## src/rtl/cwf_refill_pkg.sv

```systemverilog
package cwf_refill_pkg;
  localparam int unsigned LINE_WORDS = 8;
  localparam int unsigned WORD_BITS  = 32;

  typedef enum logic [1:0] {
    ST_IDLE  = 2'd0,
    ST_REQ   = 2'd1,
    ST_BURST = 2'd2
  } refill_state_e;
endpackage

```

## src/rtl/cwf_beat_seq.sv

```systemverilog
// Refill sequencer: accepts a miss, issues the burst request, counts beats
// and computes the line-buffer offset of each beat.
module cwf_beat_seq
  import cwf_refill_pkg::*;
#(
  parameter int unsigned WORDS = LINE_WORDS
) (
  input  logic                         clk,
  input  logic                         rst_n,
  input  logic                         miss_valid,
  input  logic [$clog2(WORDS)-1:0]     miss_word,
  input  logic                         wrap_mode,
  input  logic                         beat_valid,
  output logic                         miss_ready,
  output logic                         req_valid,
  output logic [$clog2(WORDS)-1:0]     req_start,
  output logic                         beat_we,
  output logic [$clog2(WORDS)-1:0]     beat_idx,
  output logic                         beat_last,
  output logic [$clog2(WORDS)-1:0]     want_idx
);
  localparam int unsigned IDX_W = $clog2(WORDS);
  localparam logic [IDX_W-1:0] LAST_CNT = IDX_W'(WORDS - 1);

  if ((1 << IDX_W) != WORDS) begin : g_bad_words
    $error("WORDS must be a power of two");
  end

  refill_state_e    state_q, state_d;
  logic [IDX_W-1:0] start_q, start_d;
  logic [IDX_W-1:0] want_q,  want_d;
  logic [IDX_W-1:0] cnt_q,   cnt_d;

  // Offset wraps naturally because WORDS is a power of two.
  assign beat_idx   = start_q + cnt_q;
  assign beat_we    = (state_q == ST_BURST) && beat_valid;
  assign beat_last  = beat_we && (cnt_q == LAST_CNT);
  assign miss_ready = (state_q == ST_IDLE);
  assign req_valid  = (state_q == ST_REQ);
  assign req_start  = start_q;
  assign want_idx   = want_q;

  always_comb begin
    state_d = state_q;
    start_d = start_q;
    want_d  = want_q;
    cnt_d   = cnt_q;
    case (state_q)
      ST_IDLE: begin
        if (miss_valid) begin
          state_d = ST_REQ;
          want_d  = miss_word;
          start_d = wrap_mode ? miss_word : '0;
          cnt_d   = '0;
        end
      end
      ST_REQ: state_d = ST_BURST;
      ST_BURST: begin
        if (beat_we) begin
          cnt_d = cnt_q + 1'b1;
          if (beat_last) state_d = ST_IDLE;
        end
      end
      default: state_d = ST_IDLE;
    endcase
  end

  always_ff @(posedge clk or negedge rst_n) begin
    if (!rst_n) begin
      state_q <= ST_IDLE;
      start_q <= '0;
      want_q  <= '0;
      cnt_q   <= '0;
    end else begin
      state_q <= state_d;
      start_q <= start_d;
      want_q  <= want_d;
      cnt_q   <= cnt_d;
    end
  end
endmodule

```

## src/rtl/cwf_line_buf.sv

```systemverilog
// Line buffer: one enabled register per word, written at the beat offset.
module cwf_line_buf #(
  parameter int unsigned WORDS  = 8,
  parameter int unsigned DATA_W = 32
) (
  input  logic                     clk,
  input  logic                     we,
  input  logic [$clog2(WORDS)-1:0] idx,
  input  logic [DATA_W-1:0]        wdata,
  output logic [WORDS*DATA_W-1:0]  line
);
  localparam int unsigned IDX_W = $clog2(WORDS);

  for (genvar i = 0; i < WORDS; i++) begin : g_word
    logic          en;
    logic [DATA_W-1:0] word_q;

    assign en = we && (idx == IDX_W'(i));

    always_ff @(posedge clk) begin
      if (en) word_q <= wdata;
    end

    assign line[i*DATA_W +: DATA_W] = word_q;
  end
endmodule

```

## src/rtl/cwf_crit_fwd.sv

```systemverilog
// Forwards the needed word and flags completion, both registered.
module cwf_crit_fwd #(
  parameter int unsigned WORDS  = 8,
  parameter int unsigned DATA_W = 32
) (
  input  logic                     clk,
  input  logic                     rst_n,
  input  logic                     beat_we,
  input  logic [$clog2(WORDS)-1:0] beat_idx,
  input  logic [$clog2(WORDS)-1:0] want_idx,
  input  logic                     beat_last,
  input  logic [DATA_W-1:0]        beat_data,
  output logic                     crit_valid,
  output logic [DATA_W-1:0]        crit_data,
  output logic                     line_done
);
  logic              hit;
  logic              crit_d, done_d;
  logic              crit_q, done_q;
  logic [DATA_W-1:0] data_q;

  assign hit    = beat_we && (beat_idx == want_idx);
  assign crit_d = hit;
  assign done_d = beat_last;

  always_ff @(posedge clk or negedge rst_n) begin
    if (!rst_n) begin
      crit_q <= 1'b0;
      done_q <= 1'b0;
    end else begin
      crit_q <= crit_d;
      done_q <= done_d;
    end
  end

  always_ff @(posedge clk) begin
    if (hit) data_q <= beat_data;
  end

  assign crit_valid = crit_q;
  assign crit_data  = data_q;
  assign line_done  = done_q;
endmodule

```

## src/rtl/cwf_refill_ctrl.sv

```systemverilog
module cwf_refill_ctrl
  import cwf_refill_pkg::*;
#(
  parameter int unsigned WORDS  = LINE_WORDS,
  parameter int unsigned DATA_W = WORD_BITS
) (
  input  logic                     clk,
  input  logic                     rst_n,
  input  logic                     miss_valid,
  input  logic [$clog2(WORDS)-1:0] miss_word,
  input  logic                     wrap_mode,
  output logic                     miss_ready,
  output logic                     mem_req_valid,
  output logic [$clog2(WORDS)-1:0] mem_req_start,
  input  logic                     mem_beat_valid,
  input  logic [DATA_W-1:0]        mem_beat_data,
  output logic                     crit_valid,
  output logic [DATA_W-1:0]        crit_data,
  output logic                     line_done,
  output logic [WORDS*DATA_W-1:0]  line_data
);
  localparam int unsigned IDX_W = $clog2(WORDS);

  logic             beat_we, beat_last;
  logic [IDX_W-1:0] beat_idx, want_idx;

  cwf_beat_seq #(.WORDS(WORDS)) i_seq (
    .clk        (clk),
    .rst_n      (rst_n),
    .miss_valid (miss_valid),
    .miss_word  (miss_word),
    .wrap_mode  (wrap_mode),
    .beat_valid (mem_beat_valid),
    .miss_ready (miss_ready),
    .req_valid  (mem_req_valid),
    .req_start  (mem_req_start),
    .beat_we    (beat_we),
    .beat_idx   (beat_idx),
    .beat_last  (beat_last),
    .want_idx   (want_idx)
  );

  cwf_line_buf #(.WORDS(WORDS), .DATA_W(DATA_W)) i_buf (
    .clk   (clk),
    .we    (beat_we),
    .idx   (beat_idx),
    .wdata (mem_beat_data),
    .line  (line_data)
  );

  cwf_crit_fwd #(.WORDS(WORDS), .DATA_W(DATA_W)) i_fwd (
    .clk        (clk),
    .rst_n      (rst_n),
    .beat_we    (beat_we),
    .beat_idx   (beat_idx),
    .want_idx   (want_idx),
    .beat_last  (beat_last),
    .beat_data  (mem_beat_data),
    .crit_valid (crit_valid),
    .crit_data  (crit_data),
    .line_done  (line_done)
  );
endmodule

```

## config.mk

```make
export PLATFORM = sky130hd
export DESIGN_NAME = cwf_refill_ctrl
export DESIGN_NICKNAME = d
export VERILOG_FILES = /design/src/rtl/cwf_refill_pkg.sv /design/src/rtl/cwf_beat_seq.sv /design/src/rtl/cwf_line_buf.sv /design/src/rtl/cwf_crit_fwd.sv /design/src/rtl/cwf_refill_ctrl.sv
export SDC_FILE = /design/constraint.sdc
export NUM_CORES = 1
export LEC_CHECK = 0
export BUFFER_PORTS_ARGS = -buffer_cell sky130_fd_sc_hd__buf_2
export CORE_MARGIN = 2
export CORE_UTILIZATION = 50
export DETAILED_ROUTE_END_ITERATION = 12
export PLACE_DENSITY = 0.8
export RECOVER_POWER = 100
export SYNTH_ARGS = -nofsm -noshare
export SYNTH_HDL_FRONTEND = slang
export SYNTH_SLANG_ARGS = --single-unit
```

## constraint.sdc

```tcl
create_clock -name clk -period 12.05 [get_ports clk]
set_input_delay 1.205 -clock clk [delete_from_list [all_inputs] [get_ports clk]]
set_output_delay 1.205 -clock clk [all_outputs]
set_load 0.02 [all_outputs]
```

==> run_results.csv <==
group,metric,value,unit
drt,drt_pass1_iterations,4,
cells_and_area,fin_util,63.90,%
synthesis,synthTopCellsByCount,"edfxtp_1 (288), dfrtp_1 (13), nand2_1 (11)",
clock_network,cts_resized,0,
hold_path,hold_path_class,"flop to flop",
timing,setup_tns,0,ns
grt,grt_pass1_wl,31120,µm
outcome,status,"finished with violations",
synthesis,synth-simple-area-share,1.896,%
timing,maxSlewViolCount,298,
floorplan,die_area,19850,µm²
drt,wl,21680,µm
placement,port_buffers,334,
worst_setup_path,cp.required,12.11,ns
clock_network,tritoncts,"done",
worst_setup_path,critPathMaxFanout,32,
floorplan,start_util,50.59,%
timing,finalHoldViolCount,0,
worst_setup_path,critPathLaunchType,"flop",
cells_and_area,nNetsFinal,770,
power,comb_power_share,14.5,%
worst_setup_path,worstPathCellList,"ha_1 > fa_1 > xnor3_1 > nor2_1",
clock_network,clockRootBuffer,"clkbuf_16",
power,cellPowerDensity,216.5,nW/µm²
cells_and_area,nFillCells,1419,
cells_and_area,fin_area,11830,µm²
floorplan,die_h,140.9,µm
placement,post_dp_cell_area,11410,µm²
clock_network,cts.clk_slew.worst_paths,0.06,ns
synthesis,synthMostInstantiatedCell,"edfxtp_1",
timing,rsz0062_at_grt,"false",
timing,period_share,36.75,%
power,swShare,26.93,%
clock_network,numCtsBuffers,29,
grt,antenna_found_initial,0,
synthesis,yosysTopAreaCellShare,92.31,%
clock_network,clockBufferDepth,3,
placement,post-dp-hpwl,13860,µm
cells_and_area,antenna_cells,0,
synthesis,synth_nets,402,
synthesis,synth_seq_cells,301,
clock_network,clock_latency,0.52,ns
clock_network,clkSinkCount,301,
grt,track_usage,21.03,%
drt,vias,4993,
synthesis,synth_area_leaders,"edfxtp_1 (92%), dfrtp_1 (3.5%), nand2_1 (0.44%)",
clock_network,holdBufCountCts,0,
placement,gp_congestion,0.8062,
synthesis,async_flop_share,4.319,%
clock_network,postCtsSetupBuffers,0,
floorplan,die_w,140.9,µm
synthesis,synth_top_family_by_area,"simple AND/OR/NAND/NOR gates",
floorplan,core_area,18520,µm²
power,p_int,1872,µW
worst_setup_path,worstSetupPathType,"flop to flop",
grt,grt_start_max_net_pins,34,
synthesis,synth-seq-area-share,95.78,%
synthesis,synth-warning-count,0,
synthesis,ys_types,25,
floorplan,rows,50,
synthesis,muxShareOfSynthArea,0.4006,%
worst_setup_path,crit_buf_inv,0,
synthesis,ys.flop_type,"edfxtp_1",
drt,via_per_inst,5.090,
floorplan,io_pins,335,
timing,finalSetupViolations,0,
grt,grt_pass1_vias,5162,
cells_and_area,drive_above_1_share,6.827,%
worst_setup_path,end_kind,"flop",
worst_setup_path,cp_slowest_stage_delay,2.44,ns
timing,fin_skew,0.01021,ns
outcome,violations,"max-capacitance violations, max-slew violations",
power,ir_drop,0.0001472,V
timing,worstMarginPinSlew,3.272,ns
flow_run,maxCapViolCount,9,
synthesis,synth-compound-area-share,0.4006,%
synthesis,synth_xor_area_share,0.7078,%
power,power_frac_clock,33.3,%
timing,timing.fmax,225.8,MHz
synthesis,synth-adder-area-share,0.6143,%
synthesis,syn_inst,358,
worst_setup_path,cpMaxStageDelayCell,"nor2_1",
power,p_leak,0.003817,µW
drt,wl_per_cell,22.10,µm
clock_network,cts_max_level,1,
synthesis,netlist_area,9369,µm²
timing,final.min_clock_period,4.428,ns
drt,route.detailed.drc,0,
drt,first_iter_violations,340,
synthesis,postSynthAreaPerCell,26.17,µm²
synthesis,yosys.area.top_type,"edfxtp_1",
worst_setup_path,crit_family,"simple AND/OR/NAND/NOR gates",
timing,max_slew_margin,-118.9,%
drt,antenna_left,0,
synthesis,synth_edf_count,288,
power,seqPwrFrac,52.2,%
cells_and_area,syn_to_final_growth,26.30,%
worst_setup_path,cp.arrival,4.49,ns
grt,gr-total-overflow,0,
power,p_switching,689.9,µW
worst register-to-register path: cells and delay by family, from the launching register on:
kind	cells	cell delay, ns
xor gates and xnor gates	1	0.49
adders and majority gates	2	0.61
DFF	1	0.41
and+or+nand+nor	1	2.44
final timing paths:
check | startpoint | endpoint | slack [ns] | cells past startpoint
setup / recovery | i_seq.cnt_q[0] | i_buf.g_word[7].word_q[6] | 7.62 | 4
hold / removal | i_seq.req_start[0] | i_seq.req_start[0] | 0.53 | 2
setup reg to reg | i_seq.cnt_q[0] | i_buf.g_word[7].word_q[6] | 7.62 | 4
hold reg to reg | i_seq.req_start[0] | i_seq.req_start[0] | 0.53 | 2
max in group asynchronous | rst_n | i_seq.want_idx[0] | 10.89 | 1
min in group asynchronous | rst_n | i_seq.state_q[0] | 0.70 | 1
power groups by stage:
stage                     logic, µW  clock network (µW)  registers [µW]
after floorplan                 124                   0            1460
after global placement          405                   0            1340
after detailed placement        422                   0            1350
after CTS                       423                 868            1330
after global routing            395                 915            1350
final                           371                 854            1340
through the flow:
| step | setup WS, ns | cells | hold slack [ns] | total power (µW) |
|---|---|---|---|---|
| 2_1_floorplan | 6.764 | 358 | 0.4926 | 1586 |
| 3_3_place_gp | 9.048 | 929 | 0.5000 | 1746 |
| 3_5_place_dp | 8.882 | 929 | 0.5147 | 1769 |
| 4_1_cts | 9.110 | 981 | 0.5300 | 2618 |
| 5_1_grt | 7.347 | 981 | 0.5584 | 2657 |
| 6_report | 7.622 | 981 | 0.5280 | 2562 |
metal layers:
metal / track usage, % / up-vias / share of wire [%]
met1: 25.59 / 2499 / 38
met4: 6.263 / 0 / 2.2
li1: - / 2158 / -
met3: 6.658 / 41 / 9.8
met5: 0 / - / 0
met2: 36.46 / 295 / 50
layout by cell type, fill, tap and decap left out, types with 2 or more instances in the layout:
| master | count |
|---|---|
| bufinv_16 | 3 |
| clkbuf_1 | 335 |
| xnor2_1 | 3 |
| xor2_1 | 2 |
| clkbuf_16 | 29 |
| buf_2 | 6 |
| clkinv_1 | 8 |
| and3b_1 | 2 |
| edfxtp_1 | 288 |
| o21ai_0 | 6 |
| clkinv_2 | 9 |
| mux2_2 | 2 |
| dfrtp_1 | 13 |
| nand3_1 | 3 |
| nand3b_1 | 2 |
| ha_1 | 3 |
| nor4_1 | 3 |
| nand2_1 | 11 |
| nor2b_1 | 2 |
| nor2_1 | 6 |
state kept, by name, summed over array words and instances, names as in the netlist:
signal / flops
i_buf.g_word.word_q: 256
i_fwd.crit_data: 32
i_seq.cnt_q: 3
i_seq.req_start: 3
i_seq.want_idx: 3
i_seq.state_q: 2
i_fwd.crit_valid: 1
i_fwd.line_done: 1
logic make-up (layout without fill, tap and decap cells):
logic type,Yosys count,count (layout)
AO/OA/AOI/OAI,7,7
XOR/XNOR,6,6
adder cells (fa/ha/maj),4,4
buffers and inverters,3,392
flip-flops,301,301
multiplexers,3,3
AND/OR/NAND/NOR,34,34
cell type report:
| type | instances | area [µm²] | share of cell area, % |
|---|---|---|---|
| Sequential cell | 301 | 8974 | 75.84 |
| Clock inverter | 21 | 173.9 | 1.470 |
| Inverter | 1 | 3.754 | 0.03172 |
| Multi-Input combinational cell | 54 | 375.4 | 3.172 |
| Tap cell | 234 | 292.8 | 2.474 |
| Timing Repair Buffer | 339 | 1280 | 10.82 |
| Clock buffer | 31 | 733.2 | 6.196 |
Power figures use the tool's default switching activity.
